==> config.mk <==
export PLATFORM = sky130hd
export DESIGN_NAME = commit_guard
export DESIGN_NICKNAME = d
export VERILOG_FILES = /design/src/rtl/commit_guard_pkg.sv /design/src/rtl/commit_guard_ctrl.sv /design/src/rtl/commit_guard_dp.sv /design/src/rtl/commit_guard.sv
export SDC_FILE = /design/constraint.sdc
export NUM_CORES = 1
export LEC_CHECK = 0
export BUFFER_PORTS_ARGS = -buffer_cell sky130_fd_sc_hd__buf_2
export CAP_MARGIN = 20
export CELL_PAD_IN_SITES_DETAIL_PLACEMENT = 1
export CELL_PAD_IN_SITES_GLOBAL_PLACEMENT = 1
export CORE_MARGIN = 4
export CORE_UTILIZATION = 34
export CTS_CLUSTER_SIZE = 30
export DETAILED_ROUTE_END_ITERATION = 8
export PLACE_DENSITY_LB_ADDON = 0.05
export SLEW_MARGIN = 20
export SYNTH_ARGS = -nofsm -noshare
export SYNTH_HDL_FRONTEND = slang
export SYNTH_SLANG_ARGS = --single-unit
==> constraint.sdc <==
create_clock -name clk -period 2.7 [get_ports clk]
set_input_delay 0.54 -clock clk [delete_from_list [all_inputs] [get_ports clk]]
set_output_delay 0.54 -clock clk [all_outputs]
set_load 0.02 [all_outputs]
==> src/rtl/commit_guard_pkg.sv <==
package commit_guard_pkg;
  localparam int NUM_FAULTS = 4;

  typedef enum logic [1:0] {
    ST_RUN     = 2'd0,
    ST_RECOVER = 2'd1,
    ST_RESUME  = 2'd2
  } cgState_e;

  // strobes from control to datapath
  typedef struct packed {
    logic                  doCommit;
    logic                  doFault;
    logic [NUM_FAULTS-1:0] causeSel;
    logic                  holdFlush;
  } cgStrobe_t;
endpackage

==> src/rtl/commit_guard_ctrl.sv <==
module commit_guard_ctrl
  import commit_guard_pkg::*;
#(
  parameter int WDOG_MAX = 64
) (
  input  logic      clk,
  input  logic      rstN,
  input  logic      instValid,
  input  logic      regErr,
  input  logic      memErr,
  input  logic      compErr,
  output cgStrobe_t strb
);
  localparam int WD_W = $clog2(WDOG_MAX + 1);
  localparam logic [WD_W-1:0] WD_RELOAD = WD_W'(WDOG_MAX);

  cgState_e state, nextState;
  logic [WD_W-1:0] wdCnt;
  logic expired;
  logic [NUM_FAULTS-1:0] raw, sel;

  always_comb begin
    expired = (wdCnt == '0);
    raw = {compErr & instValid, memErr & instValid, regErr & instValid, expired};
    sel = '0;
    // lowest index has highest priority, so it is visited last
    for (int i = NUM_FAULTS - 1; i >= 0; i--) begin
      if (raw[i]) sel = NUM_FAULTS'(1) << i;
    end
    strb = '0;
    nextState = state;
    case (state)
      ST_RUN: begin
        if (|raw) begin
          strb.doFault  = 1'b1;
          strb.causeSel = sel;
          nextState     = ST_RECOVER;
        end else if (instValid) begin
          strb.doCommit = 1'b1;
        end
      end
      ST_RECOVER: begin
        strb.holdFlush = 1'b1;
        nextState      = ST_RESUME;
      end
      ST_RESUME: nextState = ST_RUN;
      default:   nextState = ST_RUN;
    endcase
  end

  always_ff @(posedge clk) begin
    if (!rstN) begin
      state <= ST_RUN;
      wdCnt <= WD_RELOAD;
    end else begin
      state <= nextState;
      if (strb.doCommit || strb.doFault) wdCnt <= WD_RELOAD;
      else if (state == ST_RUN && wdCnt != '0) wdCnt <= wdCnt - 1'b1;
    end
  end


  wdog_fire_chk: assert property (@(posedge clk) disable iff (!rstN)
    (wdCnt == '0 && state == ST_RUN) |=> (state == ST_RECOVER));


  wdog_hold_chk: assert property (@(posedge clk) disable iff (!rstN)
    (state != ST_RUN) |=> $stable(wdCnt));


  recover_once_chk: assert property (@(posedge clk) disable iff (!rstN)
    (state == ST_RECOVER) |=> (state == ST_RESUME));
endmodule

==> src/rtl/commit_guard_dp.sv <==
module commit_guard_dp
  import commit_guard_pkg::*;
#(
  parameter int PC_W     = 32,
  parameter int DATA_W   = 32,
  parameter int CNT_W    = 16,
  parameter int PC_STEP  = 4,
  parameter logic [PC_W-1:0] RESET_PC = '0
) (
  input  logic                  clk,
  input  logic                  rstN,
  input  cgStrobe_t             strb,
  input  logic [PC_W-1:0]       instPc,
  input  logic [PC_W-1:0]       instNextPc,
  input  logic [DATA_W-1:0]     instResult,
  input  logic [DATA_W-1:0]     regFix,
  input  logic [DATA_W-1:0]     memFix,
  input  logic [DATA_W-1:0]     compFix,
  output logic                  commitValid,
  output logic [PC_W-1:0]       commitPc,
  output logic [DATA_W-1:0]     commitData,
  output logic                  pipeReset,
  output logic                  coreFlush,
  output logic [PC_W-1:0]       pipeRestartPc,
  output logic [PC_W-1:0]       coreRestartPc,
  output logic [DATA_W-1:0]     injectData,
  output logic                  injectZero,
  output logic [NUM_FAULTS-1:0] faultCause,
  output logic [CNT_W-1:0]      faultCount
);
  logic [PC_W-1:0]   expPc;
  logic [DATA_W-1:0] fixVals [NUM_FAULTS];
  logic [DATA_W-1:0] fixSel;
  logic              wdogWin;

  assign fixVals[0] = '0;
  assign fixVals[1] = regFix;
  assign fixVals[2] = memFix;
  assign fixVals[3] = compFix;
  assign wdogWin    = strb.causeSel[0];

  always_comb begin
    fixSel = '0;
    for (int i = 0; i < NUM_FAULTS; i++) begin
      if (strb.causeSel[i]) fixSel = fixSel | fixVals[i];
    end
  end

  assign pipeReset = strb.holdFlush;
  assign coreFlush = strb.holdFlush;

  always_ff @(posedge clk) begin
    if (!rstN) begin
      expPc         <= RESET_PC;
      commitValid   <= 1'b0;
      commitPc      <= '0;
      commitData    <= '0;
      pipeRestartPc <= '0;
      coreRestartPc <= '0;
      injectData    <= '0;
      injectZero    <= 1'b0;
      faultCause    <= '0;
      faultCount    <= '0;
    end else begin
      commitValid <= strb.doCommit;
      if (strb.doCommit) begin
        commitPc   <= instPc;
        commitData <= instResult;
        expPc      <= instNextPc;
      end
      if (strb.doFault) begin
        faultCause <= strb.causeSel;
        injectData <= fixSel;
        injectZero <= wdogWin;
        if (wdogWin) begin
          pipeRestartPc <= expPc;
          coreRestartPc <= expPc + PC_W'(PC_STEP);
        end else begin
          pipeRestartPc <= instPc;
          coreRestartPc <= instNextPc;
        end
        if (faultCount != '1) faultCount <= faultCount + 1'b1;
      end
    end
  end


  cause_onehot_chk: assert property (@(posedge clk) disable iff (!rstN)
    $onehot0(faultCause));


  no_commit_in_recover_chk: assert property (@(posedge clk) disable iff (!rstN)
    pipeReset |=> !commitValid);


  commit_flush_excl_chk: assert property (@(posedge clk) disable iff (!rstN)
    !(commitValid && pipeReset));


  count_monotonic_chk: assert property (@(posedge clk) disable iff (!rstN)
    faultCount >= $past(faultCount));


  zero_inject_chk: assert property (@(posedge clk) disable iff (!rstN)
    (pipeReset && injectZero) |-> (injectData == '0 && faultCause[0]));
endmodule

==> src/rtl/commit_guard.sv <==
module commit_guard
  import commit_guard_pkg::*;
#(
  parameter int PC_W     = 32,
  parameter int DATA_W   = 32,
  parameter int CNT_W    = 16,
  parameter int WDOG_MAX = 64,
  parameter int PC_STEP  = 4,
  parameter logic [PC_W-1:0] RESET_PC = '0
) (
  input  logic              clk,
  input  logic              rstN,
  input  logic              instValid,
  input  logic [PC_W-1:0]   instPc,
  input  logic [PC_W-1:0]   instNextPc,
  input  logic [DATA_W-1:0] instResult,
  input  logic              regErr,
  input  logic [DATA_W-1:0] regFix,
  input  logic              memErr,
  input  logic [DATA_W-1:0] memFix,
  input  logic              compErr,
  input  logic [DATA_W-1:0] compFix,
  output logic              commitValid,
  output logic [PC_W-1:0]   commitPc,
  output logic [DATA_W-1:0] commitData,
  output logic              pipeReset,
  output logic              coreFlush,
  output logic [PC_W-1:0]   pipeRestartPc,
  output logic [PC_W-1:0]   coreRestartPc,
  output logic [DATA_W-1:0] injectData,
  output logic              injectZero,
  output logic [3:0]        faultCause,
  output logic [CNT_W-1:0]  faultCount
);
  cgStrobe_t strb;

  commit_guard_ctrl #(.WDOG_MAX(WDOG_MAX)) u_ctrl (
    .clk(clk), .rstN(rstN), .instValid(instValid),
    .regErr(regErr), .memErr(memErr), .compErr(compErr), .strb(strb)
  );

  commit_guard_dp #(
    .PC_W(PC_W), .DATA_W(DATA_W), .CNT_W(CNT_W),
    .PC_STEP(PC_STEP), .RESET_PC(RESET_PC)
  ) u_dp (
    .clk(clk), .rstN(rstN), .strb(strb),
    .instPc(instPc), .instNextPc(instNextPc), .instResult(instResult),
    .regFix(regFix), .memFix(memFix), .compFix(compFix),
    .commitValid(commitValid), .commitPc(commitPc), .commitData(commitData),
    .pipeReset(pipeReset), .coreFlush(coreFlush),
    .pipeRestartPc(pipeRestartPc), .coreRestartPc(coreRestartPc),
    .injectData(injectData), .injectZero(injectZero),
    .faultCause(faultCause), .faultCount(faultCount)
  );
endmodule

==> flow_summary_export.csv, run 1 <==
group,metric,value,unit
cts,cts_made_buffers,27,
detailed_routing,viasPerCell,5.19,
cells_and_area,layout.cells.most_common,"buf_2",
cells_and_area,drive_gt1_share,31.0,%
min_path,hold_class,"in2reg",
synth,synth_adder_area_share,0.407,%
synth,ys_seq_elements,222,
sta,timing.final.ws_setup,0.217,ns
detailed_routing,routed_wl,36.3,mm
outcome,status,"completed",
global_routing,grt_start_max_net_pins,153,
detailed_routing,drc,0,
synth,synth_fp_nets,1343,
cts,post_cts_buffers,0,
setup_path,end_kind,"flip-flop",
placed_design,place_congestion,0.844,
synth,synth.area.mux_share,1.64,%
sta,final_max_slew_viol_count,0,
sta,finClkSkew,0.00982,ns
power_and_ir_drop,p_total,10.6,mW
synth,yosys.area_share.simple,23.5,%
cells_and_area,nets,1698,
synth,synthXorXnorAreaFrac,3.32,%
cts,clockRootBuffer,"clkbuf_16",
detailed_routing,dr.pass1.iters,5,
power_and_ir_drop,p_per_area,841,nW/um^2
die,die_w,173,um
cts,clkSinkCount,222,
setup_path,crit_type,"reg2reg",
job,maxCapViolations,0,
global_routing,grt_usage,23.1,%
cts,clk_latency,0.53,ns
die,io_pins,382,
die,dieArea,29800,sq um
min_path,min_path_cells,3,
synth,yosysTopAreaCell,"dfxtp_1",
global_routing,grt-ovfl-total,0,
sta,fmax,0.403,GHz
cts,path_clk_slew,0.06,ns
cells_and_area,fillers,3370,
placed_design,place_hpwl,26.8,mm
synth,synth_compound_area_share,18.9,%
cts,cts-resized-gates,0,
synth,synth_edf_count,0,
die,fp.dieH,173,um
synth,syn_area,9230,sq um
synth,synthCells,1142,
power_and_ir_drop,p_leak,5.79,nW
detailed_routing,ant_nets,0,
synth,yosysWarnings,0,
die,core,26800,sq um
synth,synth_top_family_by_area,"simple AND/OR/NAND/NOR gates",
setup_path,cp.arrival,2.93,ns
sta,worstMarginPinSlew,1.01,ns
synth,async_reset_ff_share,0,%
placed_design,pre_cts_ws,0.234,ns
setup_path,crit_fanout,11,
placed_design,io_buffers,381,
sta,finalCritPeriodShare,92.0,%
cells_and_area,area_delta_synth_final,36.2,%
setup_path,cp-start-kind,"flip-flop",
detailed_routing,first_iter_violations,515,
die,initial_utilization,34.4,%
cts,h-tree-depth,1,
detailed_routing,dr_total_vias,9676,
sta,finalSetupViolCount,0,
synth,synth_top_area_share,48.2,%
setup_path,required,3.15,ns
setup_path,ff2ff_path_depth,8,
synth,synth.distinct_cells,56,
synth,ys_seq_area_share,48.2,%
global_routing,grt_pass1_wl,56.5,mm
cts,ctsHoldBuffers,0,
global_routing,antenna_found_initial,8,
sta,period_minus_slack,2.48,ns
cts,cts_buffer_depth,3,
synth,ys.flop_type,"dfxtp_1",
cells_and_area,layout_common_cells,"buf_2, nand2_1, dfxtp_1, a21oi_1, nor2_1",
die,rows,60,
sta,slew_headroom,32.5,%
power_and_ir_drop,irDropWorstVdd,0.396,mV
sta,tns,0,ns
global_routing,grt_pass1_vias,9922,
sta,final_hold_viol_count,0,
cts,cts_tree,"done",
synth,syn_avg_cell_area,8.08,sq um
detailed_routing,routedWlPerCell,19.5,um
synth,ys_top_cells_by_area,"dfxtp_1, nand2_1, a21oi_1, a222oi_1, clkbuf_1",
sta,rsz0062_at_grt,"false",
flip-flops by register name, indices dropped and copies added (netlist names):
register	cells
u_dp.faultCause	4
u_dp.coreRestartPc	32
u_ctrl.state	2
u_dp.injectData	32
u_ctrl.wdCnt	7
u_dp.commitPc	32
u_dp.expPc	32
u_dp.faultCount	16
u_dp.commitData	32
u_dp.commitValid	1
u_dp.pipeRestartPc	32
layout make-up:
| class | count | area [sq um] | share of cell area, % |
|---|---|---|---|
| multi-input cells | 827 | 4460 | 35.5 |
| flip-flops and latches | 222 | 4440 | 35.4 |
| repair buffers | 413 | 2250 | 17.9 |
| clock buffers | 42 | 832 | 6.62 |
| well taps | 341 | 427 | 3.40 |
| clock inverters | 8 | 124 | 0.986 |
| inverters | 6 | 25.0 | 0.199 |
| diodes | 4 | 10.0 | 0.0796 |
layer usage:
metal,part of all wire (%),GRT usage [%],up-vias
met1,40,26.7,4580
met4,3.3,7.48,12
li1,-,-,4707
met5,0.20,0,-
met3,7.9,7.59,71
met2,49,40.7,306
logic make-up after synthesis:
group | count (synthesis)
buffers and inverters | 93
AOI/OAI and AO/OA | 255
adders and majority gates | 3
xor gates and xnor gates | 35
muxes | 15
DFF | 222
and+or+nand+nor | 519
Yosys cell counts (all sizes together), types with 4 or more instances:
cell type	n
nand2	356
dfxtp	222
a21oi	119
clkbuf	70
nor2	69
a311oi	29
a222oi	27
nand3	27
xor2	23
buf	17
nand4	17
o21ai	15
mux2i	14
xnor2	12
a31oi	10
o211a	9
and2	7
and3	7
nor3	7
inv	6
nand3b	6
o211ai	6
a211oi	5
a221o	5
and4	5
nor4	5
o221ai	5
nor2b	4
metrics by stage:
stage               cells  utilization (%)  cell area [sq um]  hold WS [ns]
floorplan            1142                -               9230         0.437
CTS                  1859             46.9              12600         0.205
global placement     1809             43.3              11600         0.419
global route         1861             46.9              12600         0.210
finish               1863             46.9              12600         0.229
detailed placement   1809             43.3              11600         0.427
worst max-delay path, cell delays in order, from the launching register on:
cell and delay (ns):
dfxtp_1 0.33, inv_1 0.07, ha_1 0.22, or4b_1 0.57
o22ai_4 0.25, buf_4 0.23, o21ai_1 0.21, or3_1 0.40
a21oi_1 0.14
worst paths after layout:
path                                             to                start  slack (ns)
worst min register to register  u_dp.injectData[22]  u_dp.injectData[22]        0.43
worst max-delay path             u_dp.faultCount[5]      u_ctrl.wdCnt[0]        0.22
worst min-delay path            u_dp.injectData[22]           regFix[22]        0.23
worst max register to register   u_dp.faultCount[5]      u_ctrl.wdCnt[0]        0.22
where the power goes:
group | internal [mW] | switching, mW
Sequential | 3.72 | 0.297
Combinational | 0.956 | 1.76
Clock | 2.40 | 1.44
Total | 7.07 | 3.50
Power figures use the tool's default switching activity.
==> inputs of run 2 (changes only) <==
Settings changed: CORE_UTILIZATION 34 to 25, PLACE_DENSITY from default to 0.68, PLACE_DENSITY_LB_ADDON 0.05 to default.
==> run 2 against run 1 <==
  * Register-to-register slack better by 0.05 ns
  * Sequential share of layout area is 0.48 points lower
  * Combinational power is 1% higher
  * Fmax is 2.0% higher
==> flow_summary_export.csv, run 2 (synthesized netlist as in run 1, its figures left out) <==
group,metric,value,unit
min_path,min_path_cells,3,
power_and_ir_drop,p_per_area,828,nW/um^2
min_path,hold_class,"in2reg",
detailed_routing,drc,0,
job,maxCapViolations,0,
cells_and_area,fin_area,12700,sq um
cts,ctsHoldBuffers,0,
power_and_ir_drop,p_total,10.5,mW
cts,cts_made_buffers,28,
detailed_routing,dr_total_vias,9759,
setup_path,crit_type,"reg2reg",
sta,final_max_slew_viol_count,0,
sta,finalCritPeriodShare,90.2,%
placed_design,place_congestion,0.956,
cells_and_area,drive_gt1_share,30.9,%
detailed_routing,viasPerCell,4.90,
cts,clockRootBuffer,"clkbuf_16",
detailed_routing,routedWlPerCell,19.2,um
global_routing,grt_pass1_wl,59.3,mm
power_and_ir_drop,p_comb_share,26.2,%
cells_and_area,layout.cells.most_common,"buf_2",
detailed_routing,first_iter_violations,510,
setup_path,ff2ff_path_depth,9,
cts,cts-resized-gates,0,
global_routing,grt_pass1_vias,10100,
cells_and_area,nets,1698,
setup_path,reg2reg_from,"u_ctrl.wdCnt[0]",
placed_design,pre_cts_ws,-0.0519,ns
setup_path,end_kind,"flip-flop",
outcome,status,"completed",
sta,slew_headroom,46.1,%
setup_path,r2r_end,"u_dp.coreRestartPc[30]",
die,dieArea,40100,sq um
sta,fin_hold_ws,0.197,ns
cts,post_cts_buffers,0,
detailed_routing,dr.pass1.iters,5,
power_and_ir_drop,power_switching,3.59,mW
sta,rsz0062_at_grt,"false",
cts,clkSinkCount,222,
sta,finClkSkew,0.0273,ns
die,initial_utilization,25.3,%
die,core,36500,sq um
sta,worstMarginPinSlew,0.807,ns
cts,clk_latency,0.56,ns
detailed_routing,ant_nets,0,
setup_path,crit_fanout,80,
power_and_ir_drop,power_frac_clock,35.8,%
detailed_routing,routed_wl,38.2,mm
placed_design,io_buffers,381,
die,die_w,200,um
global_routing,grt_start_max_net_pins,153,
global_routing,grt-ovfl-total,0,
setup_path,cp.arrival,2.93,ns
cells_and_area,area_delta_synth_final,38.0,%
sta,final_hold_viol_count,0,
power_and_ir_drop,p_sw_share,34.1,%
placed_design,place_hpwl,28.2,mm
sta,fmax,0.411,GHz
global_routing,grt_usage,18.1,%
sta,finalSetupViolCount,0,
placed_design,placed_area,11700,sq um
power_and_ir_drop,irDropWorstVdd,0.506,mV
setup_path,required,3.19,ns
cts,h-tree-depth,1,
sta,period_minus_slack,2.44,ns
sta,tns,0,ns
global_routing,antenna_found_initial,12,
setup_path,r2r_slack,0.26,ns
die,fp.dieH,200,um
sta,timing.final.ws_setup,0.265,ns
die,rows,70,
power_and_ir_drop,seq_power_share,38.0,%
cells_and_area,layout_common_cells,"buf_2, nand2_1, dfxtp_1, a21oi_1, nor2_1",
min_path,hold_path_end,"u_dp.injectData[21]",
power_and_ir_drop,p_leak,5.77,nW
cts,cts_tree,"done",
setup_path,cp-start-kind,"flip-flop",
power_and_ir_drop,internal_power,6.95,mW
cts,cts_buffer_depth,3,
die,io_pins,382,
cts,path_clk_slew,0.06,ns
min_path,worstHoldStart,"regFix[21]",
run 2: layout make-up:
type                    count  area, sq um
repair buffers            412         2240
clock inverters             7         93.8
inverters                   6         27.5
fillers                  4480        23800
multi-input cells         827         4480
diodes                      5         12.5
well taps                 468          586
clock buffers              45          855
flip-flops and latches    222         4440
run 2: worst max-delay path by stage:
| stage | slack [ns] | startpoint | end | depth (start not counted) |
|---|---|---|---|---|
| after floorplan | 0.56 | regErr | u_dp.coreRestartPc[17] | 6 |
| after global placement | -0.08 | memErr | u_dp.injectData[17] | 8 |
| after detailed placement | -0.05 | memErr | u_dp.injectData[7] | 8 |
| after CTS | 0.1 | u_ctrl.wdCnt[0] | u_dp.faultCount[5] | 7 |
| after global routing | 0.04 | u_ctrl.wdCnt[0] | u_dp.commitData[0] | 9 |
| final | 0.26 | u_ctrl.wdCnt[0] | u_dp.coreRestartPc[30] | 9 |
run 2: power groups by stage:
stage	sequential (mW)	combinational, mW	clock [mW]
floorplan	4.46	1.23	0
global placement	4.05	2.75	0
detailed placement	4.07	2.78	0
CTS	4.01	2.80	3.91
global route	4.07	3.04	4.06
finish	4.01	2.76	3.78
run 2: critical path, cell delays in order (launching register included):
cell and delay [ns]:
dfxtp_1 0.33, inv_1 0.06, ha_1 0.21, or4b_1 0.55
o22ai_4 0.25, buf_12 0.18, buf_12 0.28, a2bb2oi_1 0.19
o211ai_1 0.11, a21oi_1 0.14
run 2: per-layer routing:
metal	vias to the layer above	track usage [%]	part of all wire (%)
met2	338	31.6	48
met3	56	6.80	9.2
met5	-	0	0.20
met4	12	5.02	2.3
li1	4701	-	-
met1	4652	20.8	40
run 2: metrics by stage:
step                      std cells  utilization [%]
after floorplan                1142                -
after global placement         1934             32.2
after detailed placement       1934             32.2
after CTS                      1986             34.8
after global routing           1990             34.9
final                          1992             34.9
